===== config.mk =====
export PLATFORM = sky130hd
export DESIGN_NAME = win_ctrl_unit
export DESIGN_NICKNAME = d
export VERILOG_FILES = /design/src/rtl/wcu_pkg.sv /design/src/rtl/wcu_ring_tap.sv /design/src/rtl/wcu_fwd_scan.sv /design/src/rtl/wcu_back_scan.sv /design/src/rtl/win_ctrl_unit.sv
export SDC_FILE = /design/constraint.sdc
export NUM_CORES = 1
export LEC_CHECK = 0
export BUFFER_PORTS_ARGS = -buffer_cell sky130_fd_sc_hd__buf_2
export CAP_MARGIN = 20
export CORE_ASPECT_RATIO = 1.5
export CORE_MARGIN = 5
export CORE_UTILIZATION = 50
export DETAILED_ROUTE_END_ITERATION = 12
export GPL_ROUTABILITY_DRIVEN = 0
export PLACE_DENSITY = 0.88
export SKIP_LAST_GASP = 1
export SLEW_MARGIN = 20
export SYNTH_ARGS = -nofsm -noshare
export SYNTH_HDL_FRONTEND = slang
export SYNTH_SLANG_ARGS = --single-unit

===== constraint.sdc =====
create_clock -name clk -period 11.8 [get_ports clk]
set_input_delay 2.36 -clock clk [delete_from_list [all_inputs] [get_ports clk]]
set_output_delay 2.36 -clock clk [all_outputs]
set_load 0.1 [all_outputs]

===== src/rtl/wcu_pkg.sv =====
// Shared encodings of the register window control unit.
// Assumes: operation and exception codes are fixed by the block's ports.
package wcu_pkg;

    typedef enum logic [2:0] {
        OP_NOP     = 3'd0,
        OP_ENTRY   = 3'd1,
        OP_RETURN  = 3'd2,
        OP_ROTATE  = 3'd3,
        OP_RESTORE = 3'd4,
        OP_STKCHK  = 3'd5,
        OP_OVFCHK  = 3'd6,
        OP_RSVD    = 3'd7
    } wcu_op_e;

    typedef enum logic [3:0] {
        EXC_NONE    = 4'd0,
        EXC_ILLEGAL = 4'd1,
        EXC_ALLOCA  = 4'd2,
        EXC_OVF4    = 4'd3,
        EXC_OVF8    = 4'd4,
        EXC_OVF12   = 4'd5,
        EXC_UNF4    = 4'd6,
        EXC_UNF8    = 4'd7,
        EXC_UNF12   = 4'd8
    } wcu_exc_e;

endpackage


===== src/rtl/wcu_ring_tap.sv =====
// Reads NTAP mask bits at base+1..base+NTAP (UPWARD=1) or at
// base-1..base-NTAP (UPWARD=0), with indices wrapping modulo NPOS.
// Assumes: NPOS is a power of two equal to 2**IW.
module wcu_ring_tap #(
    parameter int NPOS   = 16,
    parameter int IW     = 4,
    parameter int NTAP   = 3,
    parameter bit UPWARD = 1'b1
) (
    input  logic [NPOS-1:0] ring_i,
    input  logic [IW-1:0]   base_i,
    output logic [NTAP-1:0] tap_o
);

    for (genvar k = 0; k < NTAP; k++) begin : g_tap
        localparam logic [IW-1:0] DIST = IW'(k + 1);
        if (UPWARD) begin : g_up
            // tap k looks k+1 positions above the base
            assign tap_o[k] = ring_i[base_i + DIST];
        end else begin : g_down
            // tap k looks k+1 positions below the base
            assign tap_o[k] = ring_i[base_i - DIST];
        end
    end

endmodule


===== src/rtl/wcu_fwd_scan.sv =====
// Overflow search: finds the first set mask bit within span positions
// above the pointer and classifies the spill size from the two bits after it.
// Assumes: tap_i[j] is the mask bit at pointer+j+1.
module wcu_fwd_scan
    import wcu_pkg::*;
(
    input  logic [4:0] tap_i,
    input  logic [1:0] span_i,
    output logic       hit_o,
    output logic [1:0] dist_o,
    output wcu_exc_e   kind_o
);

    // first hit among distances 1..span
    always_comb begin
        hit_o  = 1'b0;
        dist_o = 2'd0;
        for (int j = 0; j < 3; j++) begin
            if (!hit_o && (j < int'(span_i)) && tap_i[j]) begin
                hit_o  = 1'b1;
                dist_o = 2'(j + 1);
            end
        end
    end

    // spill size from the bits one and two past the hit
    always_comb begin
        if (tap_i[dist_o])
            kind_o = EXC_OVF4;
        else if (tap_i[3'(dist_o) + 3'd1])
            kind_o = EXC_OVF8;
        else
            kind_o = EXC_OVF12;
    end

endmodule


===== src/rtl/wcu_back_scan.sv =====
// Caller-size search: reports 1, 2 or 3 for the nearest set mask bit below
// the pointer, or 0 when none of the three is set.
// Assumes: tap_i[j] is the mask bit at pointer-j-1.
module wcu_back_scan (
    input  logic [2:0] tap_i,
    output logic [1:0] size_o
);

    // priority to the nearest frame below
    always_comb begin
        if (tap_i[0])      size_o = 2'd1;
        else if (tap_i[1]) size_o = 2'd2;
        else if (tap_i[2]) size_o = 2'd3;
        else               size_o = 2'd0;
    end

endmodule


===== src/rtl/win_ctrl_unit.sv =====
// Register window control unit: owns the window pointer and occupancy mask,
// executes one window operation per cycle and reports exceptions, the return
// address and trap save values combinationally; state updates at the edge.
// Assumes: NUM_PHYS_REGS is 32 or 64.
module win_ctrl_unit
    import wcu_pkg::*;
#(
    parameter int NUM_PHYS_REGS = 64,
    localparam int NPOS = NUM_PHYS_REGS / 4,
    localparam int IW   = $clog2(NPOS)
) (
    input  logic            clk,
    input  logic            rst_n,
    input  logic [2:0]      op_i,
    input  logic [31:0]     pc_i,
    input  logic [31:0]     a0_i,
    input  logic [3:0]      sel_i,
    input  logic [3:0]      rot_imm_i,
    input  logic [1:0]      span_i,
    input  logic            ps_woe_i,
    input  logic            ps_excm_i,
    input  logic [1:0]      ps_callinc_i,
    input  logic [IW-1:0]   ps_owb_i,
    output logic [IW-1:0]   win_base_o,
    output logic [NPOS-1:0] win_start_o,
    output logic            exc_req_o,
    output logic [3:0]      exc_kind_o,
    output logic            ret_ok_o,
    output logic [31:0]     ret_pc_o,
    output logic            trap_save_o,
    output logic [IW-1:0]   owb_o,
    output logic [31:0]     epc_o
);

    logic [IW-1:0]   base_q, base_d;
    logic [NPOS-1:0] start_q, start_d;
    logic [4:0]      fwd_tap;
    logic [2:0]      back_tap;
    logic            ovf_hit;
    logic [1:0]      ovf_dist;
    wcu_exc_e        ovf_kind;
    logic [1:0]      caller_sz;
    logic [IW-1:0]   rot_w;
    logic [1:0]      ret_n;
    logic            legal;
    wcu_op_e         op;
    wcu_exc_e        kind;

    assign op    = wcu_op_e'(op_i);
    assign ret_n = a0_i[31:30];
    assign legal = ps_woe_i & ~ps_excm_i;

    // rotate immediate brought to pointer width (modular add)
    if (IW == 3) begin : g_imm3
        assign rot_w = rot_imm_i[2:0];
    end else begin : g_imm4
        assign rot_w = {{(IW-4){rot_imm_i[3]}}, rot_imm_i};
    end

    wcu_ring_tap #(.NPOS(NPOS), .IW(IW), .NTAP(5), .UPWARD(1'b1)) u_fwd_tap (
        .ring_i (start_q),
        .base_i (base_q),
        .tap_o  (fwd_tap)
    );

    wcu_ring_tap #(.NPOS(NPOS), .IW(IW), .NTAP(3), .UPWARD(1'b0)) u_back_tap (
        .ring_i (start_q),
        .base_i (base_q),
        .tap_o  (back_tap)
    );

    wcu_fwd_scan u_fwd_scan (
        .tap_i  (fwd_tap),
        .span_i (span_i),
        .hit_o  (ovf_hit),
        .dist_o (ovf_dist),
        .kind_o (ovf_kind)
    );

    wcu_back_scan u_back_scan (
        .tap_i  (back_tap),
        .size_o (caller_sz)
    );

    // operation decode: next state and per-cycle results
    always_comb begin
        base_d      = base_q;
        start_d     = start_q;
        kind        = EXC_NONE;
        ret_ok_o    = 1'b0;
        trap_save_o = 1'b0;
        unique case (op)
            OP_ENTRY: begin
                if (sel_i > 4'd3 || !legal) begin
                    kind = EXC_ILLEGAL;
                end else begin
                    base_d          = base_q + {{(IW-2){1'b0}}, ps_callinc_i};
                    start_d[base_d] = 1'b1;
                end
            end
            OP_RETURN: begin
                if (!legal || ret_n == 2'd0 || (caller_sz != 2'd0 && caller_sz != ret_n)) begin
                    kind = EXC_ILLEGAL;
                end else begin
                    ret_ok_o = 1'b1;
                    base_d   = base_q - {{(IW-2){1'b0}}, ret_n};
                    if (start_q[base_d]) begin
                        start_d[base_q] = 1'b0;
                    end else begin
                        trap_save_o = 1'b1;
                        kind = (ret_n == 2'd1) ? EXC_UNF4 :
                               (ret_n == 2'd2) ? EXC_UNF8 : EXC_UNF12;
                    end
                end
            end
            OP_ROTATE:  base_d = base_q + rot_w;
            OP_RESTORE: base_d = ps_owb_i;
            OP_STKCHK: begin
                if (caller_sz == 2'd0) kind = EXC_ALLOCA;
            end
            OP_OVFCHK: begin
                if (legal && ovf_hit) begin
                    base_d      = base_q + {{(IW-2){1'b0}}, ovf_dist};
                    trap_save_o = 1'b1;
                    kind        = ovf_kind;
                end
            end
            default: ;
        endcase
    end

    // window state registers
    always_ff @(posedge clk) begin
        if (!rst_n) begin
            base_q  <= '0;
            start_q <= {{(NPOS-1){1'b0}}, 1'b1};
        end else begin
            base_q  <= base_d;
            start_q <= start_d;
        end
    end

    assign win_base_o  = base_q;
    assign win_start_o = start_q;
    assign exc_kind_o  = kind;
    assign exc_req_o   = (kind != EXC_NONE);
    assign ret_pc_o    = {pc_i[31:30], a0_i[29:0]};
    assign owb_o       = base_q;
    assign epc_o       = pc_i;

    AST_ILLEGAL_HOLDS_STATE: assert property (@(posedge clk) disable iff (!rst_n)
        exc_kind_o == EXC_ILLEGAL |=> $stable(win_base_o) && $stable(win_start_o));
    AST_ENTRY_MARKS_BASE: assert property (@(posedge clk) disable iff (!rst_n)
        (op_i == OP_ENTRY && !exc_req_o) |=> win_start_o[win_base_o]);
    AST_SAVE_ONLY_ON_WINDOW_TRAP: assert property (@(posedge clk) disable iff (!rst_n)
        trap_save_o |-> exc_kind_o >= EXC_OVF4);
    AST_RETURN_CLEARS_OLD: assert property (@(posedge clk) disable iff (!rst_n)
        (op_i == OP_RETURN && ret_ok_o && !exc_req_o) |=> !win_start_o[$past(win_base_o)]);
    AST_UNDERFLOW_KEEPS_MASK: assert property (@(posedge clk) disable iff (!rst_n)
        exc_kind_o >= EXC_UNF4 |=> $stable(win_start_o));
    AST_RESTORE_LOADS: assert property (@(posedge clk) disable iff (!rst_n)
        op_i == OP_RESTORE |=> win_base_o == $past(ps_owb_i));
    AST_IDLE_HOLDS: assert property (@(posedge clk) disable iff (!rst_n)
        (op_i == OP_NOP || op_i == OP_RSVD) |=> $stable(win_base_o) && $stable(win_start_o));

endmodule


======== Word-level counts from Yosys, hierarchy flattened ========
Index checks and enable logic that the tools add are counted.
operators by class
  reductions and logical operators ........ 23
  equal/unequal tests ..................... 13
  muxes and demuxes ....................... 59
  order comparisons ....................... 19
  bitwise gates (word level) .............. 5
  add/subtract/negate cells ............... 13
operators by type and width
  cell                 number
  $lt 4x5->1 const B   11
  $mux 16              3
  $bmux 1 s4           9
  $mux 4               9
  $pmux 16 s2          1
  $mux 1               24
  $pmux 4 s5           1
  $and 16x16->16       1
  $not 16->16          1
  $or 16x16->16        1
  $pmux 4 s4           1
  $mux 2               6
  $eq 3x3->1 const B   3
  $logic_and 1x1->1    9
  $add 4x2->4          2
  $add 4x2->4 const B  2
  $add 4x3->4 const B  2
  $demux 1 s4          2
  $ge 4x1->1 const B   2
  $ne 2x2->1 const B   4
  $reduce_and 4->1     2
  $sub 4x2->4 const B  2
  $eq 3x2->1 const B   2
  $reduce_bool 5->1    1
  24 further kinds     31
word-level totals
  input port bits ......................... 87
  output and inout bits ................... 95
  word-level logic and storage cells ...... 134
  register bits ........................... 20

======== Longest topological paths before layout ========
Gate-level depths: netlist of run 1.
  depth after elaboration ................. 21
  gate-level depth with buffers ........... 19
  gate-level depth less buffers ........... 16

======== Hierarchy ========
From an unflattened synthesis of run 1, not the netlist that was laid out.
second synthesis, totals
  cells, all modules ...................... 411
  area, all modules ....................... 3697.3 µm²
modules (own cells, without submodules)
  module                     cells each  area each (µm²)  sequential area each (µm²)  times used
  win_ctrl_unit              302         2383.5           400.4                       1
  wcu_ring_tap (u_fwd_tap)   44          665.6            0.0                         1
  wcu_ring_tap (u_back_tap)  36          462.9            0.0                         1
  wcu_fwd_scan               25          166.4            0.0                         1
  wcu_back_scan              4           18.8             0.0                         1

======== Least setup slack after synthesis of run 1 ========
No wires, ideal clock.
  path kind ............................... input to output
  start point ............................. input port a0_i[30]
  end point ............................... output port exc_kind_o[1]
  path buffers ............................ 0
  data required time ...................... 9.440 ns
  slack ................................... 3.516 ns
  cell stages on the path ................. 7
  arrival time ............................ 5.924 ns
  cell sequence ........................... ha_1 > inv_1 > fa_1 > mux4_2 > mux4_2 > nand2b_1 > o211ai_1
on the way
  cells in the longest elaborated chain, start to end .. 6
  elaborated cells between the ends (all ways) .. 15
  those cells by class .................... add/sub: 1; eq/ne: 3; mux: 7; reduce/logical: 4
ends and longest elaborated chain
  element                                                        line                                        RTL
  from (decl)                                                    win_ctrl_unit.sv:16                         input logic [31:0] a0_i,
  $sub 4x2->4 / $eq 2x2->1 (equally long branches)               win_ctrl_unit.sv:106, win_ctrl_unit.sv:112
  $bmux 1 s4 / $mux 4 (equally long branches)                    win_ctrl_unit.sv:107, win_ctrl_unit.sv:112
  $mux 1 (implied by the code) / $mux 4 (equally long branches)  win_ctrl_unit.sv:107, win_ctrl_unit.sv:111
  $mux 4                                                         win_ctrl_unit.sv:107                        if (start_q[base_d]) begin
  $mux 4 (*)                                                     win_ctrl_unit.sv:102                        if (!legal || ret_n == 2'd0 || (caller_sz != 2'd0 && caller_sz != ret_n)) begin
  $pmux 4 s4 (*)                                                 win_ctrl_unit.sv:92                         unique case (op)
  to (decl)                                                      win_ctrl_unit.sv:27                         output logic [3:0] exc_kind_o,
Every way passes the cells marked *; elsewhere a longest branch is shown, timed or not. The select of a mux whose other input is x is not followed.

======== Final worst setup path of run 1 ========
  start point ............................. register base_q[1] (netlist: owb_o[1])
  end point ............................... output port exc_kind_o[0]
on the way
  cells in the longest elaborated chain, start to end .. 20
  elaborated cells between the ends (all ways) .. 59
  those cells by class .................... add/sub: 10; eq/ne: 1; mux: 37; reduce/logical: 11
ends and longest elaborated chain
  element                         line                  RTL
  from (decl)                     win_ctrl_unit.sv:35   logic [IW-1:0] base_q, base_d;
  from (signal assigned)          win_ctrl_unit.sv:138  base_q <= base_d;
  $add 4x1->4                     wcu_ring_tap.sv:19    assign tap_o[k] = ring_i[base_i + DIST];
  $bmux 1 s4                      wcu_ring_tap.sv:19
  $mux 1 (implied by the code)    wcu_ring_tap.sv:19
  $logic_and 1x1->1               wcu_fwd_scan.sv:19    if (!hit_o && (j < int'(span_i)) && tap_i[j]) begin
  $mux 1                          wcu_fwd_scan.sv:19
  $logic_not 1->1                 wcu_fwd_scan.sv:19
  $logic_and 1x1->1 (2 in a row)  wcu_fwd_scan.sv:19
  $mux 1                          wcu_fwd_scan.sv:19
  (+3 left out)                   n/a
  $mux 2                          wcu_fwd_scan.sv:19
  $add 2x1->3                     wcu_fwd_scan.sv:30    else if (tap_i[3'(dist_o) + 3'd1])
  $bmux 1 s3                      wcu_fwd_scan.sv:30
  $mux 1 (implied by the code)    wcu_fwd_scan.sv:30
  $mux 1                          wcu_fwd_scan.sv:30
  $mux 4                          wcu_fwd_scan.sv:28    if (tap_i[dist_o])
  $mux 4                          win_ctrl_unit.sv:122  if (legal && ovf_hit) begin
  $pmux 4 s4 (*)                  win_ctrl_unit.sv:92
Marked as above.

==> reports/metrics.csv, run 1 <==
stage,metric,value,unit
timing,max_slew_margin,0.3396,
layout,layout.area.seq,400.4,µm²
timing,finalHoldViolations,0,
placed_design,dp.cells,428,
global_routing,sum_of_overflow_across_all_layers_after_global_routing,0,
route,met2RoutedLength,4852,µm
layout,n_fill_cell,581,
global_routing,grt_first_pass_wirelength,15200,µm
global_routing,largest_net_degree_at_the_start_of_global_routing,26,
timing,setup_viol,0,
synth,netlist_area,0.003369,mm²
power,p_per_area,91.23,mW/mm²
die,rows,36,
timing,fin_crit,7.871,ns
critical_path,critPathMaxStageDelay,0.98,ns
clock_network,clock-sinks,20,
die,initial_utilization,0.5159,
layout,layout_commonest_cell,buf_2,
route,detailroute.wirelength.met3,871,µm
die,io-pin-count,182,
route,vias,2938,
layout,antenna-diode-count,0,
timing,fmax,127.1,MHz
global_routing,grt_usage,0.2188,
route,drt_first_iter_violations,302,
min_path,hold_crit_path_type,flop to flop,
clock_network,worstSkewPairLatency,0.27,ns
critical_path,timing.critical_path.slowest_stage_cell,dfxtp_1,
critical_path,worstSetupPathType,flop to primary output,
clock_network,cts_root_buf,clkbuf_8,
layout,finalNonFillerCells,432,
critical_path,worst_setup_slack_for_register_to_register_paths,6.07,ns
clock_network,htreeDepth,1,
synth,nets_in_the_synthesized_netlist,493,
layout,final_util,0.4948,
layout,layout.nets,470,
critical_path,critPathArrivalTime,5.51,ns
timing,rsz0062_at_grt,false,
timing,holdWs,0.6475,ns
layout,area_delta_synth_final,-4.085,%
timing,setup_skew,0.003064,ns
power,irDropWorstVdd,55.15,µV
synth,yosys_most_used_dff,dfxtp_1,
timing,slew_viols_final,0,
placed_design,io_buffers,53,
route,totalWireLength,9569,µm
die,fp.dieArea,0.008514,mm²
synth,post_synth_inst_count,380,
layout,mostFrequentLayoutCells,"buf_2, nand2_1, mux4_2",
route,routed_via_density,6.801,
route,antenna_left,0,
clock_network,clkSlewWorstSetupHoldPaths,0.08,ns
synth,number_of_enable_flip_flop_cells_after_synthesis,0,
power,p_leak,0.001390,µW
route,topRoutingLayerUsed,met4,
clock_network,cts_post_setup_buffers_inserted,0,
critical_path,critPathRequiredTime,9.44,ns
timing,post-route-period-util,0.6670,
global_routing,antenna_found_initial,0,
placed_design,hpwl,7521,µm
synth,ys.warnings.count,0,
route,post_drt_wl_per_cell,22.15,µm
critical_path,critical_path.max_fanout,21,
synth,sequential_cell_area_fraction_in_the_yosys_report,0.1188,
min_path,min_path_cells,2,
synth,post_synth.cell_area_avg,8.867,µm²
critical_path,cp-start-kind,flop,
clock_network,tritoncts.num_buffers,3,
critical_path,crit_path_end_kind,primary output,
layout,multi_input_comb_area,0.002287,mm²
timing,transition_at_the_pin_with_the_smallest_max_transition_slack,0.9892,ns
die,die-width,77.03,µm
clock_network,hold_buffers,0,
clock_network,cts_tree,yes,
route,post_route_met1_wirelength,2866,µm
layout,post_route_cells_drive_above_1_share,0.2753,
synth,synth.ff_latch_count,20,
die,floorplan.core_area,0.006531,mm²
clock_network,postCtsResizedCells,0,
synth,synthArstFlopShare,0,
synth,synth.lib_cells_used.distinct,59,
critical_path,cells_along_the_critical_path,"inv_1, ha_1, xnor2_1, mux4_2, mux2i_1, nor3_1, o311ai_0, inv_1, ha_1, nor3_1, a311oi_1, o211ai_1, buf_2",
outcome,outcome,"complete, no violations",
critical_path,reg2regPathDepth,16,
placed_design,dp_worst_setup_slack,4.056,ns
route,first_pass_iters,4,
global_routing,grt_pass1_vias,3016,
clock_network,cts_buffer_depth,2,
timing,layout_setup_ws,3.929,ns
die,die_h,110.5,µm
run,max_cap_viol_count,0,
route,drc_errors,0,
timing,fin_tns_setup,0,ns
-- area by class of cell --
cell class / instances / share of cell area
clock inverter: 1 / 0.009292
tap: 76 / 0.02942
timing repair buffer: 55 / 0.08672
multi-input combinational: 251 / 0.7077
inverter: 26 / 0.03020
clock buffer: 3 / 0.01278
sequential: 20 / 0.1239
-- power breakdown --
| group | leakage [µW] | total [µW] | switching [µW] | internal, µW |
|---|---|---|---|---|
| Combinational | 0.00119 | 150 | 96.2 | 54.3 |
| Clock | 0.0000357 | 69.7 | 24.3 | 45.3 |
| Sequential | 0.000162 | 74.7 | 5.74 | 69.0 |
-- flip-flops by register name (all words and copies together) (netlist names) --
| name | count |
|---|---|
| owb_o | 4 |
| win_start_o | 16 |
-- through the flow --
stage          total power (µW)  area (µm²)
6_report                  294.8        3232
2_1_floorplan             299.7        3369
3_5_place_dp              224.7        3161
4_1_cts                   293.4        3232
5_1_grt                   310.3        3232
3_3_place_gp              220.8        3161
-- cells by family (layout without fill, tap and decap cells) --
kind of cell / count (synthesis) / count (layout) / share of synthesized area
flip-flops: 20 / 20 / 0.1188
buffers and inverters: 109 / 85 / 0.2024
multiplexers: 44 / 44 / 0.2317
XOR/XNOR: 18 / 18 / 0.05310
AND/OR/NAND/NOR: 82 / 82 / 0.1177
AO/OA/AOI/OAI: 81 / 81 / 0.1731
adder cells (fa/ha/maj): 26 / 26 / 0.1032
-- per-layer routing --
layer,up-vias,GRT usage
li1,1273,-
met1,1363,0.2113
met2,206,0.3732
met3,96,0.03502
met4,0,0.2225
met5,-,0
-- cell usage after synthesis, drive strengths merged, types with 10 or more instances --
master | count | area (µm²)
xnor2 | 12 | 112.6
dfxtp | 20 | 400.4
ha | 23 | 287.8
nor2 | 11 | 41.29
nand2 | 40 | 150.1
mux2i | 15 | 150.1
o21ai | 24 | 120.1
inv | 26 | 97.59
buf | 75 | 554.3
a21oi | 10 | 53.80
o211ai | 15 | 117.6
mux4 | 27 | 608.1
-- final timing paths --
path,from,to
worst max-delay path,owb_o[1],exc_kind_o[0]
worst min-delay path,win_start_o[2],win_start_o[2]
worst max register to register,owb_o[1],owb_o[3]
worst min register to register,win_start_o[2],win_start_o[2]
-- worst max-delay path, delay by kind of cell (launching register included) --
family,cells,cell delay [ns]
AO/OA/AOI/OAI,3,0.91
XOR/XNOR,1,0.49
flip-flops,1,0.98
AND/OR/NAND/NOR,2,0.28
buffers and inverters,3,0.99
multiplexers,2,0.88
adder cells (fa/ha/maj),2,0.73
No activity file was read; power rests on OpenSTA's default activity.
==> inputs of run 2 (changes only) <==
--- a/config.mk
+++ b/config.mk
@@ -5,14 +5,15 @@
 export SDC_FILE = /design/constraint.sdc
 export NUM_CORES = 1
 export LEC_CHECK = 0
+export ABC_AREA = 1
 export BUFFER_PORTS_ARGS = -buffer_cell sky130_fd_sc_hd__buf_2
 export CAP_MARGIN = 20
 export CORE_ASPECT_RATIO = 1.5
 export CORE_MARGIN = 5
-export CORE_UTILIZATION = 50
+export CORE_UTILIZATION = 43
 export DETAILED_ROUTE_END_ITERATION = 12
 export GPL_ROUTABILITY_DRIVEN = 0
-export PLACE_DENSITY = 0.88
+export PLACE_DENSITY = 0.79
 export SKIP_LAST_GASP = 1
 export SLEW_MARGIN = 20
 export SYNTH_ARGS = -nofsm -noshare
==> constraint.sdc (replaced) <==
create_clock -name clk -period 7 [get_ports clk]
set_input_delay 1.4 -clock clk [delete_from_list [all_inputs] [get_ports clk]]
set_output_delay 1.4 -clock clk [all_outputs]
set_load 0.1 [all_outputs]
==> reports/metrics.csv, run 2 <==
stage,metric,value,unit,change
clock_network,tritoncts.num_buffers,3,,unchanged
critical_path,cp-start-kind,flop,,unchanged
die,die_h,122.3,µm,was 110.5 µm
global_routing,grt_first_pass_wirelength,17860,µm,was 15200 µm
critical_path,reg2regPathDepth,22,,was 16
clock_network,clock-sinks,20,,unchanged
route,totalWireLength,11200,µm,was 9569 µm
synth,number_of_enable_flip_flop_cells_after_synthesis,0,,unchanged
layout,layout.nets,701,,was 470
placed_design,io_buffers,53,,unchanged
global_routing,antenna_found_initial,0,,unchanged
min_path,min-delay-start,win_start_o[7],,was win_start_o[2]
critical_path,crit_path_end_kind,primary output,,unchanged
critical_path,critPathMaxStageDelay,0.92,ns,was 0.98 ns
synth,yosys.cell_count.top_type,nand2_1,,was buf_4
timing,slew_viols_final,0,,unchanged
power,irDropWorstVdd,93.09,µV,was 55.15 µV
timing,holdWs,0.6167,ns,was 0.6475 ns
timing,post-route-period-util,0.7962,,
critical_path,timing.critical_path.max_delay_family,simple AND/OR/NAND/NOR gates,,was buffers and inverters
synth,yosys.area.top_type,nand2_1,,was mux4_2
global_routing,grt_pass1_vias,3815,,was 3016
synth,nets_in_the_synthesized_netlist,724,,was 493
synth,netlist_area,0.003617,mm²,was 0.003369 mm²
critical_path,cells_along_the_critical_path,"inv_2, ha_1, inv_1, nand3_1, nand3_1, nand2_1, nor2_1, nand3_1, nand2_1, ha_1, inv_1, o21ai_0, a31oi_1, a21oi_1, nor2_1, nand2_1, a21oi_1, nand2_1, buf_2",,"was inv_1, ha_1, xnor2_1, mux4_2, mux2i_1, nor3_1, o311ai_0, inv_1, ha_1, nor3_1, a311oi_1, o211ai_1, buf_2"
layout,layout_commonest_cell,nand2_1,,was buf_2
critical_path,crit_top_cell,nand2_1,,
layout,post_route_cells_drive_above_1_share,0.1553,,was 0.2753
synth,ys_top_cells_by_area,"nand2_1, buf_4, nand3_1",,"was mux4_2, buf_4, dfxtp_1"
global_routing,sum_of_overflow_across_all_layers_after_global_routing,0,,unchanged
timing,setup_skew,0.001849,ns,was 0.003064 ns
clock_network,postCtsResizedCells,0,,unchanged
route,routed_via_density,5.623,,was 6.801
die,floorplan.core_area,0.008310,mm²,was 0.006531 mm²
timing,fin_tns_setup,0,ns,unchanged
critical_path,critPathBufInv,4,,was 3
clock_network,cts_root_buf,clkbuf_16,,was clkbuf_8
clock_network,hold_buffers,0,,unchanged
die,die-width,84.89,µm,was 77.03 µm
critical_path,critical_path.max_fanout,18,,was 21
layout,n_fill_cell,898,,was 581
critical_path,worstSetupPathType,flop to primary output,,unchanged
die,io-pin-count,182,,unchanged
synth,post_synth.cell_area_avg,5.920,µm²,was 8.867 µm²
power,p_per_area,262.9,mW/mm²,was 91.23 mW/mm²
route,drt_first_iter_violations,329,,was 302
synth,synthArstFlopShare,0,,unchanged
min_path,hold_crit_path_type,flop to flop,,unchanged
critical_path,critical_path.reg2reg.endpoint,owb_o[3],,unchanged
route,drc_errors,0,,unchanged
clock_network,cts_buffer_depth,2,,unchanged
timing,max_slew_margin,0.3920,,was 0.3396
timing,fmax,179.4,MHz,
critical_path,critPathArrivalTime,4.17,ns,was 5.51 ns
global_routing,grt_usage,0.2136,,was 0.2188
route,vias,3897,,was 2938
synth,post_synth_inst_count,611,,was 380
synth,synth.ff_latch_count,20,,unchanged
placed_design,dp.cells,690,,was 428
timing,finalHoldViolations,0,,unchanged
critical_path,critPathRequiredTime,5.60,ns,was 9.44 ns
synth,yosys_most_used_dff,dfxtp_1,,unchanged
die,fp.dieArea,0.01038,mm²,was 0.008514 mm²
timing,fin_crit,5.573,ns,
critical_path,timing.critical_path.slowest_stage_cell,dfxtp_1,,unchanged
synth,netlist_top_cells_count,"nand2_1, nand3_1, buf_4",,"was buf_4, nand2_1, mux4_2"
layout,mostFrequentLayoutCells,"nand2_1, nand3_1, inv_1",,"was buf_2, nand2_1, mux4_2"
die,initial_utilization,0.4353,,was 0.5159
synth,ys.warnings.count,0,,unchanged
layout,largest_reg_flops,16,,unchanged
layout,antenna-diode-count,0,,unchanged
die,rows,41,,was 36
layout,finalNonFillerCells,693,,was 432
clock_network,cts_post_setup_buffers_inserted,0,,unchanged
timing,transition_at_the_pin_with_the_smallest_max_transition_slack,0.9108,ns,was 0.9892 ns
placed_design,hpwl,8899,µm,was 7521 µm
clock_network,htreeDepth,1,,unchanged
critical_path,crit-reg2reg-launch,owb_o[2],,was owb_o[1]
synth,synth.lib_cells_used.distinct,40,,was 59
min_path,min_path_cells,2,,unchanged
clock_network,worstSkewPairLatency,0.25,ns,was 0.27 ns
min_path,min_delay_worst_endpoint,win_start_o[7],,was win_start_o[2]
timing,setup_viol,0,,unchanged
critical_path,worst_setup_slack_for_register_to_register_paths,2.83,ns,was 6.07 ns
layout,area_delta_synth_final,-3.770,%,was -4.085%
global_routing,largest_net_degree_at_the_start_of_global_routing,30,,was 26
clock_network,clkSlewWorstSetupHoldPaths,0.06,ns,was 0.08 ns
clock_network,cts_tree,yes,,unchanged
route,first_pass_iters,5,,was 4
synth,sequential_cell_area_fraction_in_the_yosys_report,0.1107,,was 0.1188
timing,rsz0062_at_grt,false,,unchanged
route,antenna_left,0,,unchanged
run,max_cap_viol_count,0,,unchanged
route,post_drt_wl_per_cell,16.16,µm,was 22.15 µm
power,p_total,915.2,µW,was 294.8 µW
synth,post-synth-top-area-fraction,0.1681,,was 0.1805
outcome,outcome,"complete, no violations",,unchanged
power,p_leak,0.001890,µW,was 0.001390 µW
## run 2: worst max-delay path by stage
stage,endpoint,cells past startpoint,from,slack [ns]
final,exc_req_o,19,owb_o[2],1.43
after floorplan,exc_req_o,17,owb_o[1],1.00
after global routing,exc_req_o,19,owb_o[2],1.07
after global placement,exc_req_o,17,a0_i[30],1.57
after CTS,exc_req_o,19,owb_o[2],1.51
after detailed placement,exc_req_o,17,a0_i[30],1.56
## run 2: per-layer routing
metal / GRT usage / wire length, µm
met1: 0.2029 / 3704
met2: 0.3863 / 5630
met3: 0.03828 / 869
met4: 0.1911 / 995
met5: 0 / 0
## run 2: tightest hold or removal path, cell delays in order (launching register included)
cell,delay (ns)
dfxtp_1,0.39
nand2_1,0.10
a21boi_0,0.08
## run 2: where the power goes
group | leakage (µW) | internal [µW] | total (µW) | switching, µW
combinational | 0.00169 | 177 | 644 | 466
sequential | 0.000164 | 125 | 152 | 26.9
clock | 0.0000370 | 75.5 | 119 | 43.8
## run 2: cells by family after synthesis
kind of cell | synth area share
compound gates | 0.1034
buf+inv | 0.2466
xor+xnor | 0.03321
fa+ha+maj | 0.09616
flops | 0.1107
simple gates | 0.4099
## run 2: cell type report
| cell class | instances | area [µm²] | share of cell area |
|---|---|---|---|
| multi-input cells | 438 | 2325 | 0.6679 |
| flip-flops and latches | 20 | 400.4 | 0.1150 |
| repair buffers | 56 | 287.8 | 0.08267 |
| inverters | 69 | 259.0 | 0.07441 |
| well taps | 107 | 133.9 | 0.03846 |
| clock buffers | 3 | 75.07 | 0.02157 |
## run 2: stage by stage
stage | setup WS, ns | cell area (µm²) | util
CTS | 1.506 | 3481 | 0.4189
detailed placement | 1.565 | 3406 | 0.4098
global placement | 1.565 | 3406 | 0.4098
global route | 1.072 | 3481 | 0.4189
floorplan | 1.002 | 3617 | -
finish | 1.427 | 3481 | 0.4189
